**src/rtl/cfg_io_port_pkg.sv**
```systemverilog
package cfg_io_port_pkg;

    localparam int REG_AW = 2;

    typedef enum logic [REG_AW-1:0] {
        RA_PIN  = 2'd0,
        RA_DOUT = 2'd1,
        RA_DIR  = 2'd2,
        RA_CTRL = 2'd3
    } reg_sel_e;

    typedef enum logic [1:0] {
        PM_CPU  = 2'd0,
        PM_ADDR = 2'd1,
        PM_PLD  = 2'd2
    } pin_mode_e;

    typedef struct packed {
        logic out;
        logic oe;
    } pin_drv_t;

    function automatic pin_mode_e decode_mode(logic mode_bit, logic dir_bit);
        if (!mode_bit)    return PM_CPU;
        else if (dir_bit) return PM_ADDR;
        else              return PM_PLD;
    endfunction

endpackage

```
**src/rtl/cfg_io_port_regs.sv**
```systemverilog
module cfg_io_port_regs
    import cfg_io_port_pkg::*;
#(
    parameter int WIDTH    = 8,
    parameter bit HAS_CTRL = 1'b1
) (
    input  logic              clk,
    input  logic              rst,
    input  logic              bus_we,
    input  logic              bus_re,
    input  logic [REG_AW-1:0] bus_addr,
    input  logic [WIDTH-1:0]  bus_wdata,
    input  logic [WIDTH-1:0]  pin_sync,
    output logic [WIDTH-1:0]  dout_q,
    output logic [WIDTH-1:0]  dir_q,
    output logic [WIDTH-1:0]  ctrl_q,
    output logic [WIDTH-1:0]  bus_rdata
);

    reg_sel_e sel;
    assign sel = reg_sel_e'(bus_addr);

    always_ff @(posedge clk) begin
        if (rst) begin
            dout_q <= '0;
            dir_q  <= '0;
        end else if (bus_we) begin
            if (sel == RA_DOUT) dout_q <= bus_wdata;
            if (sel == RA_DIR)  dir_q  <= bus_wdata;
        end
    end

    generate
        if (HAS_CTRL) begin : g_ctrl
            always_ff @(posedge clk) begin
                if (rst)                          ctrl_q <= '0;
                else if (bus_we && sel == RA_CTRL) ctrl_q <= bus_wdata;
            end
        end else begin : g_no_ctrl
            assign ctrl_q = '0;
        end
    endgenerate

    always_ff @(posedge clk) begin
        if (rst) begin
            bus_rdata <= '0;
        end else if (bus_re) begin
            unique case (sel)
                RA_PIN:  bus_rdata <= pin_sync;
                RA_DOUT: bus_rdata <= dout_q;
                RA_DIR:  bus_rdata <= dir_q;
                RA_CTRL: bus_rdata <= ctrl_q;
                default: bus_rdata <= '0;
            endcase
        end
    end

    a_r1_regs_cleared: assert property (@(posedge clk)
        $past(rst) |-> (dout_q == '0 && dir_q == '0 && ctrl_q == '0));

    a_r2_dout_write: assert property (@(posedge clk) disable iff (rst)
        (bus_we && bus_addr == RA_DOUT) |=> dout_q == $past(bus_wdata));

    a_r2_dir_write: assert property (@(posedge clk) disable iff (rst)
        (bus_we && bus_addr == RA_DIR) |=> dir_q == $past(bus_wdata));

endmodule

```
**src/rtl/cfg_io_port_sync.sv**
```systemverilog
module cfg_io_port_sync #(
    parameter int WIDTH = 8
) (
    input  logic             clk,
    input  logic             rst,
    input  logic [WIDTH-1:0] d,
    output logic [WIDTH-1:0] q
);

    logic [WIDTH-1:0] meta_q;

    always_ff @(posedge clk) begin
        if (rst) begin
            meta_q <= '0;
            q      <= '0;
        end else begin
            meta_q <= d;
            q      <= meta_q;
        end
    end

    a_r4_two_stage: assert property (@(posedge clk) disable iff (rst)
        !$past(rst) |=> q == $past(d, 2));

endmodule

```
**src/rtl/cfg_io_port_addr_latch.sv**
```systemverilog
module cfg_io_port_addr_latch #(
    parameter int WIDTH   = 8,
    parameter int ADDR_W  = 16,
    parameter bit HI_BYTE = 1'b0
) (
    input  logic              clk,
    input  logic              rst,
    input  logic              ale,
    input  logic [ADDR_W-1:0] ad_bus,
    output logic [WIDTH-1:0]  addr_byte
);

    logic              ale_q;
    logic              ale_fall;
    logic [ADDR_W-1:0] addr_q;

    assign ale_fall = ale_q && !ale;

    always_ff @(posedge clk) begin
        if (rst) begin
            ale_q  <= 1'b0;
            addr_q <= '0;
        end else begin
            ale_q <= ale;
            if (ale_fall) addr_q <= ad_bus;
        end
    end

    generate
        if (HI_BYTE) begin : g_hi
            assign addr_byte = addr_q[2*WIDTH-1:WIDTH];
        end else begin : g_lo
            assign addr_byte = addr_q[WIDTH-1:0];
        end
    endgenerate

    a_r7_capture: assert property (@(posedge clk) disable iff (rst)
        ale_fall |=> addr_q == $past(ad_bus));

    a_r7_hold: assert property (@(posedge clk) disable iff (rst)
        !ale_fall |=> $stable(addr_q));

endmodule

```
**src/rtl/cfg_io_port_pin_mux.sv**
```systemverilog
module cfg_io_port_pin_mux
    import cfg_io_port_pkg::*;
#(
    parameter int WIDTH = 8
) (
    input  logic [WIDTH-1:0] dout_q,
    input  logic [WIDTH-1:0] dir_q,
    input  logic [WIDTH-1:0] ctrl_q,
    input  logic [WIDTH-1:0] addr_byte,
    input  logic [WIDTH-1:0] pt_oe,
    input  logic [WIDTH-1:0] pld_out,
    output logic [WIDTH-1:0] pin_out,
    output logic [WIDTH-1:0] pin_oe
);

    generate
        for (genvar i = 0; i < WIDTH; i++) begin : g_pin
            pin_drv_t drv;
            always_comb begin
                unique case (decode_mode(ctrl_q[i], dir_q[i]))
                    PM_ADDR: drv = '{out: addr_byte[i], oe: 1'b1};
                    PM_PLD:  drv = '{out: pld_out[i],   oe: pt_oe[i]};
                    default: drv = '{out: dout_q[i],    oe: dir_q[i] | pt_oe[i]};
                endcase
            end
            assign pin_out[i] = drv.out;
            assign pin_oe[i]  = drv.oe;
        end
    endgenerate

endmodule

```
**src/rtl/cfg_io_port.sv**
```systemverilog
module cfg_io_port
    import cfg_io_port_pkg::*;
#(
    parameter int WIDTH    = 8,
    parameter int ADDR_W   = 2 * WIDTH,
    parameter bit HAS_CTRL = 1'b1,
    parameter bit HI_BYTE  = 1'b0
) (
    input  logic              clk,
    input  logic              rst,
    input  logic              bus_we,
    input  logic              bus_re,
    input  logic [1:0]        bus_addr,
    input  logic [WIDTH-1:0]  bus_wdata,
    output logic [WIDTH-1:0]  bus_rdata,
    input  logic              ale,
    input  logic [ADDR_W-1:0] ad_bus,
    input  logic [WIDTH-1:0]  pt_oe,
    input  logic [WIDTH-1:0]  pld_out,
    input  logic [WIDTH-1:0]  pin_in,
    output logic [WIDTH-1:0]  pin_out,
    output logic [WIDTH-1:0]  pin_oe
);

    logic [WIDTH-1:0] pin_sync;
    logic [WIDTH-1:0] dout_q;
    logic [WIDTH-1:0] dir_q;
    logic [WIDTH-1:0] ctrl_q;
    logic [WIDTH-1:0] addr_byte;

    cfg_io_port_sync #(.WIDTH(WIDTH)) u_sync (
        .clk (clk),
        .rst (rst),
        .d   (pin_in),
        .q   (pin_sync)
    );

    cfg_io_port_regs #(.WIDTH(WIDTH), .HAS_CTRL(HAS_CTRL)) u_regs (
        .clk       (clk),
        .rst       (rst),
        .bus_we    (bus_we),
        .bus_re    (bus_re),
        .bus_addr  (bus_addr),
        .bus_wdata (bus_wdata),
        .pin_sync  (pin_sync),
        .dout_q    (dout_q),
        .dir_q     (dir_q),
        .ctrl_q    (ctrl_q),
        .bus_rdata (bus_rdata)
    );

    cfg_io_port_addr_latch #(.WIDTH(WIDTH), .ADDR_W(ADDR_W), .HI_BYTE(HI_BYTE)) u_latch (
        .clk       (clk),
        .rst       (rst),
        .ale       (ale),
        .ad_bus    (ad_bus),
        .addr_byte (addr_byte)
    );

    cfg_io_port_pin_mux #(.WIDTH(WIDTH)) u_mux (
        .dout_q    (dout_q),
        .dir_q     (dir_q),
        .ctrl_q    (ctrl_q),
        .addr_byte (addr_byte),
        .pt_oe     (pt_oe),
        .pld_out   (pld_out),
        .pin_out   (pin_out),
        .pin_oe    (pin_oe)
    );

    a_r5_addr_pins_drive: assert property (@(posedge clk) disable iff (rst)
        ((ctrl_q & dir_q) & ~pin_oe) == '0);

    a_r6_pld_floats: assert property (@(posedge clk) disable iff (rst)
        ((ctrl_q & ~dir_q & ~pt_oe) & pin_oe) == '0);

    a_r3_cpu_input_floats: assert property (@(posedge clk) disable iff (rst)
        ((~ctrl_q & ~dir_q & ~pt_oe) & pin_oe) == '0);

    a_r3_cpu_data: assert property (@(posedge clk) disable iff (rst)
        ((~ctrl_q) & (pin_out ^ dout_q)) == '0);

endmodule

```
**config.mk**
```make
export PLATFORM = sky130hd
export DESIGN_NAME = cfg_io_port
export DESIGN_NICKNAME = d
export VERILOG_FILES = /design/src/rtl/cfg_io_port_pkg.sv /design/src/rtl/cfg_io_port_regs.sv /design/src/rtl/cfg_io_port_sync.sv /design/src/rtl/cfg_io_port_addr_latch.sv /design/src/rtl/cfg_io_port_pin_mux.sv /design/src/rtl/cfg_io_port.sv
export SDC_FILE = /design/constraint.sdc
export NUM_CORES = 1
export LEC_CHECK = 0
export ABC_CLOCK_PERIOD_IN_PS = 2200
export BUFFER_PORTS_ARGS = -buffer_cell sky130_fd_sc_hd__buf_2
export CAP_MARGIN = 15
export CORE_UTILIZATION = 46
export DETAILED_ROUTE_END_ITERATION = 8
export PLACE_DENSITY = 0.79
export SYNTH_ARGS = -nofsm -noshare
export SYNTH_HDL_FRONTEND = slang
export SYNTH_HIERARCHICAL = 1
export SYNTH_SLANG_ARGS = --single-unit
```
**constraint.sdc**
```tcl
create_clock -name clk -period 2.2 [get_ports clk]
set_input_delay 0.22 -clock clk [delete_from_list [all_inputs] [get_ports clk]]
set_output_delay 0.22 -clock clk [all_outputs]
set_load 0.005 [all_outputs]
```
==> reports/qor.yml <==
post_cts_buffers: 0
synthTopCellsByArea: "dfxtp_1 47%, mux2i_1 17%, nor2_1 6.2%, mux4_2 5.6%, nand4bb_1 3.7%"
synth_area_per_cell_um2: 11.20
setup-tns-final_ns: 0
port-buffer-count: 70
slowest_stage: "dfxtp_1"
p_leak_nw: 1.453
crit_path_end_kind: "output pin"
setup_viol_count_final: 0
synth_most_common_cell: "dfxtp_1"
path_cells: "mux2i_1 -> a21oi_1 -> buf_2"
slew_headroom_pct: 52.39
final_cells: 364
ant_nets: 0
min_period_over_period_pct: 63.16
grt.total_usage_pct: 18.51
clk_latency_ns: 0.32
cts_max_path_buffers: 2
dp_hpwl_mm: 3.278
synth_edf_count: 0
yosysWarnings: 6
yosysSeqAreaShare_pct: 47.16
arrival_ns: 1.17
drt-total-wl_mm: 4.675
max_cap_violations: 0
grt_overflow_total: 0
dieArea_um2: 5555
p_per_area_nw_per_um2: 743.9
dr_total_vias: 1743
mappedNetlistNets: 271
placed_area_um2: 2819
clock_sinks: 57
gp_congestion: 0.7353
crit_family: "flip-flops"
ys.flop_type: "dfxtp_1"
holdWs_ns: 0.1025
grt_pass1_vias: 1617
final_core_util_pct: 59.27
antenna_found_initial: 0
rsz0062_at_grt: "false"
synthesis.area_um2: 2420
finClkSkew_ns: 0.003607
initial_core_util_pct: 47.68
min_period_ns: 1.390
cp-start-kind: "flop"
critPathBufInv: 1
hold_viol: 0
cpPeakStageDelay_ns: 0.41
maxSlewViolCount: 0
ys_types: 21
drc: 0
max_freq_mhz: 719.6
grt_pass1_wl_mm: 7.320
yosys.area.top_type: "dfxtp_1"
coreArea_um2: 5075
rows: 26
drive_above_1_share_pct: 39.12
wl_per_cell_um: 12.84
die_h_um: 74.53
ctsHoldBuffers: 0
cts_buffers: 9
post_cts_resized: 0
min_path_type: "input pin to flop"
synthCells: 216
tightest_slew_ns: 0.7142
io_pins: 79
htreeDepth: 3
async_reset_ff_share_pct: 0
cts_tree: "done"
ir_worst_vdd_mv: 0.4370
place_inst: 348
worstSetupPathType: "flop to output pin"
worstPathMaxFanout: 4
synth-seq-cells: 57
fin_area_um2: 3008
required_ns: 1.98
drtIter0Drc: 61
die_x_um: 74.53
syn2layout_area_growth_pct: 24.30
status: "completed"
viasPerCell: 4.788
num_antenna_cells: 0
dr.pass1.iters: 5
grt_max_degree: 45
clk_pin_slew_ns: 0.06
ys_top_cells_by_count: "57 x dfxtp_1, 40 x mux2i_1, 40 x nor2_1"
yosysTopAreaCellShare_pct: 47.16
fin_nets: 344
root_buffer: "clkbuf_8"
==> flip-flops by register name, indices dropped and copies added, names as in the netlist <==
register / flops
u_regs/dir_q: 8
u_latch/addr_q: 8
u_regs/dout_q: 8
u_regs/bus_rdata: 8
u_regs/ctrl_q: 8
u_sync/q: 8
u_sync/meta_q: 8
u_latch/ale_q: 1
==> routing by layer <==
layer  vias to the layer above  track usage, %  part of all wire (%)
met5                         -               0                     0
met4                         0           6.918                  0.86
met3                         6           8.266                   6.1
met2                        57           29.33                    47
met1                       786           22.17                    45
li1                        894               -                     -
==> cells by family (layout without fill, tap and decap cells) <==
logic type	Yosys count	count (layout)	synth area share (%)
AO/OA/AOI/OAI	16	16	4.550
buffers and inverters	10	88	2.740
flip-flops	57	57	47.16
multiplexers	48	48	24.30
AND/OR/NAND/NOR	85	85	21.25
==> final timing paths <==
check                                      start                  end  slack, ns  cells after the start
worst max-delay path             u_regs/dir_q[1]           pin_out[1]       0.81                      3
worst min-delay path                   pin_in[4]     u_sync/meta_q[4]       0.10                      2
worst max register to register   u_regs/dir_q[0]  u_regs/bus_rdata[0]       1.04                      3
worst min register to register  u_sync/meta_q[6]          u_sync/q[6]       0.43                      1
==> cell usage in the layout, fill, tap and decap left out, drive strengths merged, types with 8 or more instances in the layout <==
cell type,Yosys,routed
nor2,40,40
clkbuf,3,13
o21ai,8,8
mux4,8,8
mux2i,40,40
nor2b,11,11
or2,8,8
nand2b,8,8
dfxtp,57,57
a21oi,8,8
buf,7,72
nand4bb,8,8
==> area by class of cell <==
type | instances | area (um^2)
fillers | 473 | 2067
clock inverters | 3 | 40.04
well taps | 70 | 87.58
repair buffers | 72 | 377.9
flip-flops and latches | 57 | 1141
clock buffers | 13 | 148.9
multi-input cells | 149 | 1212
==> report_power, final <==
part | total [mW] | leakage [nW] | switching (mW) | internal [mW]
Clock | 0.923 | 0.0974 | 0.372 | 0.551
Combinational | 0.219 | 0.890 | 0.0976 | 0.122
Sequential | 1.09 | 0.466 | 0.0241 | 1.07
Total | 2.24 | 1.45 | 0.494 | 1.74
==> metrics by stage <==
step	total power, mW	worst slack, ns
floorplan	1.246	1.062
global placement	1.333	0.6145
detailed placement	1.339	0.5615
CTS	2.278	0.7802
global route	2.344	0.7204
finish	2.238	0.8104
No activity file was read; power rests on OpenSTA's default activity.
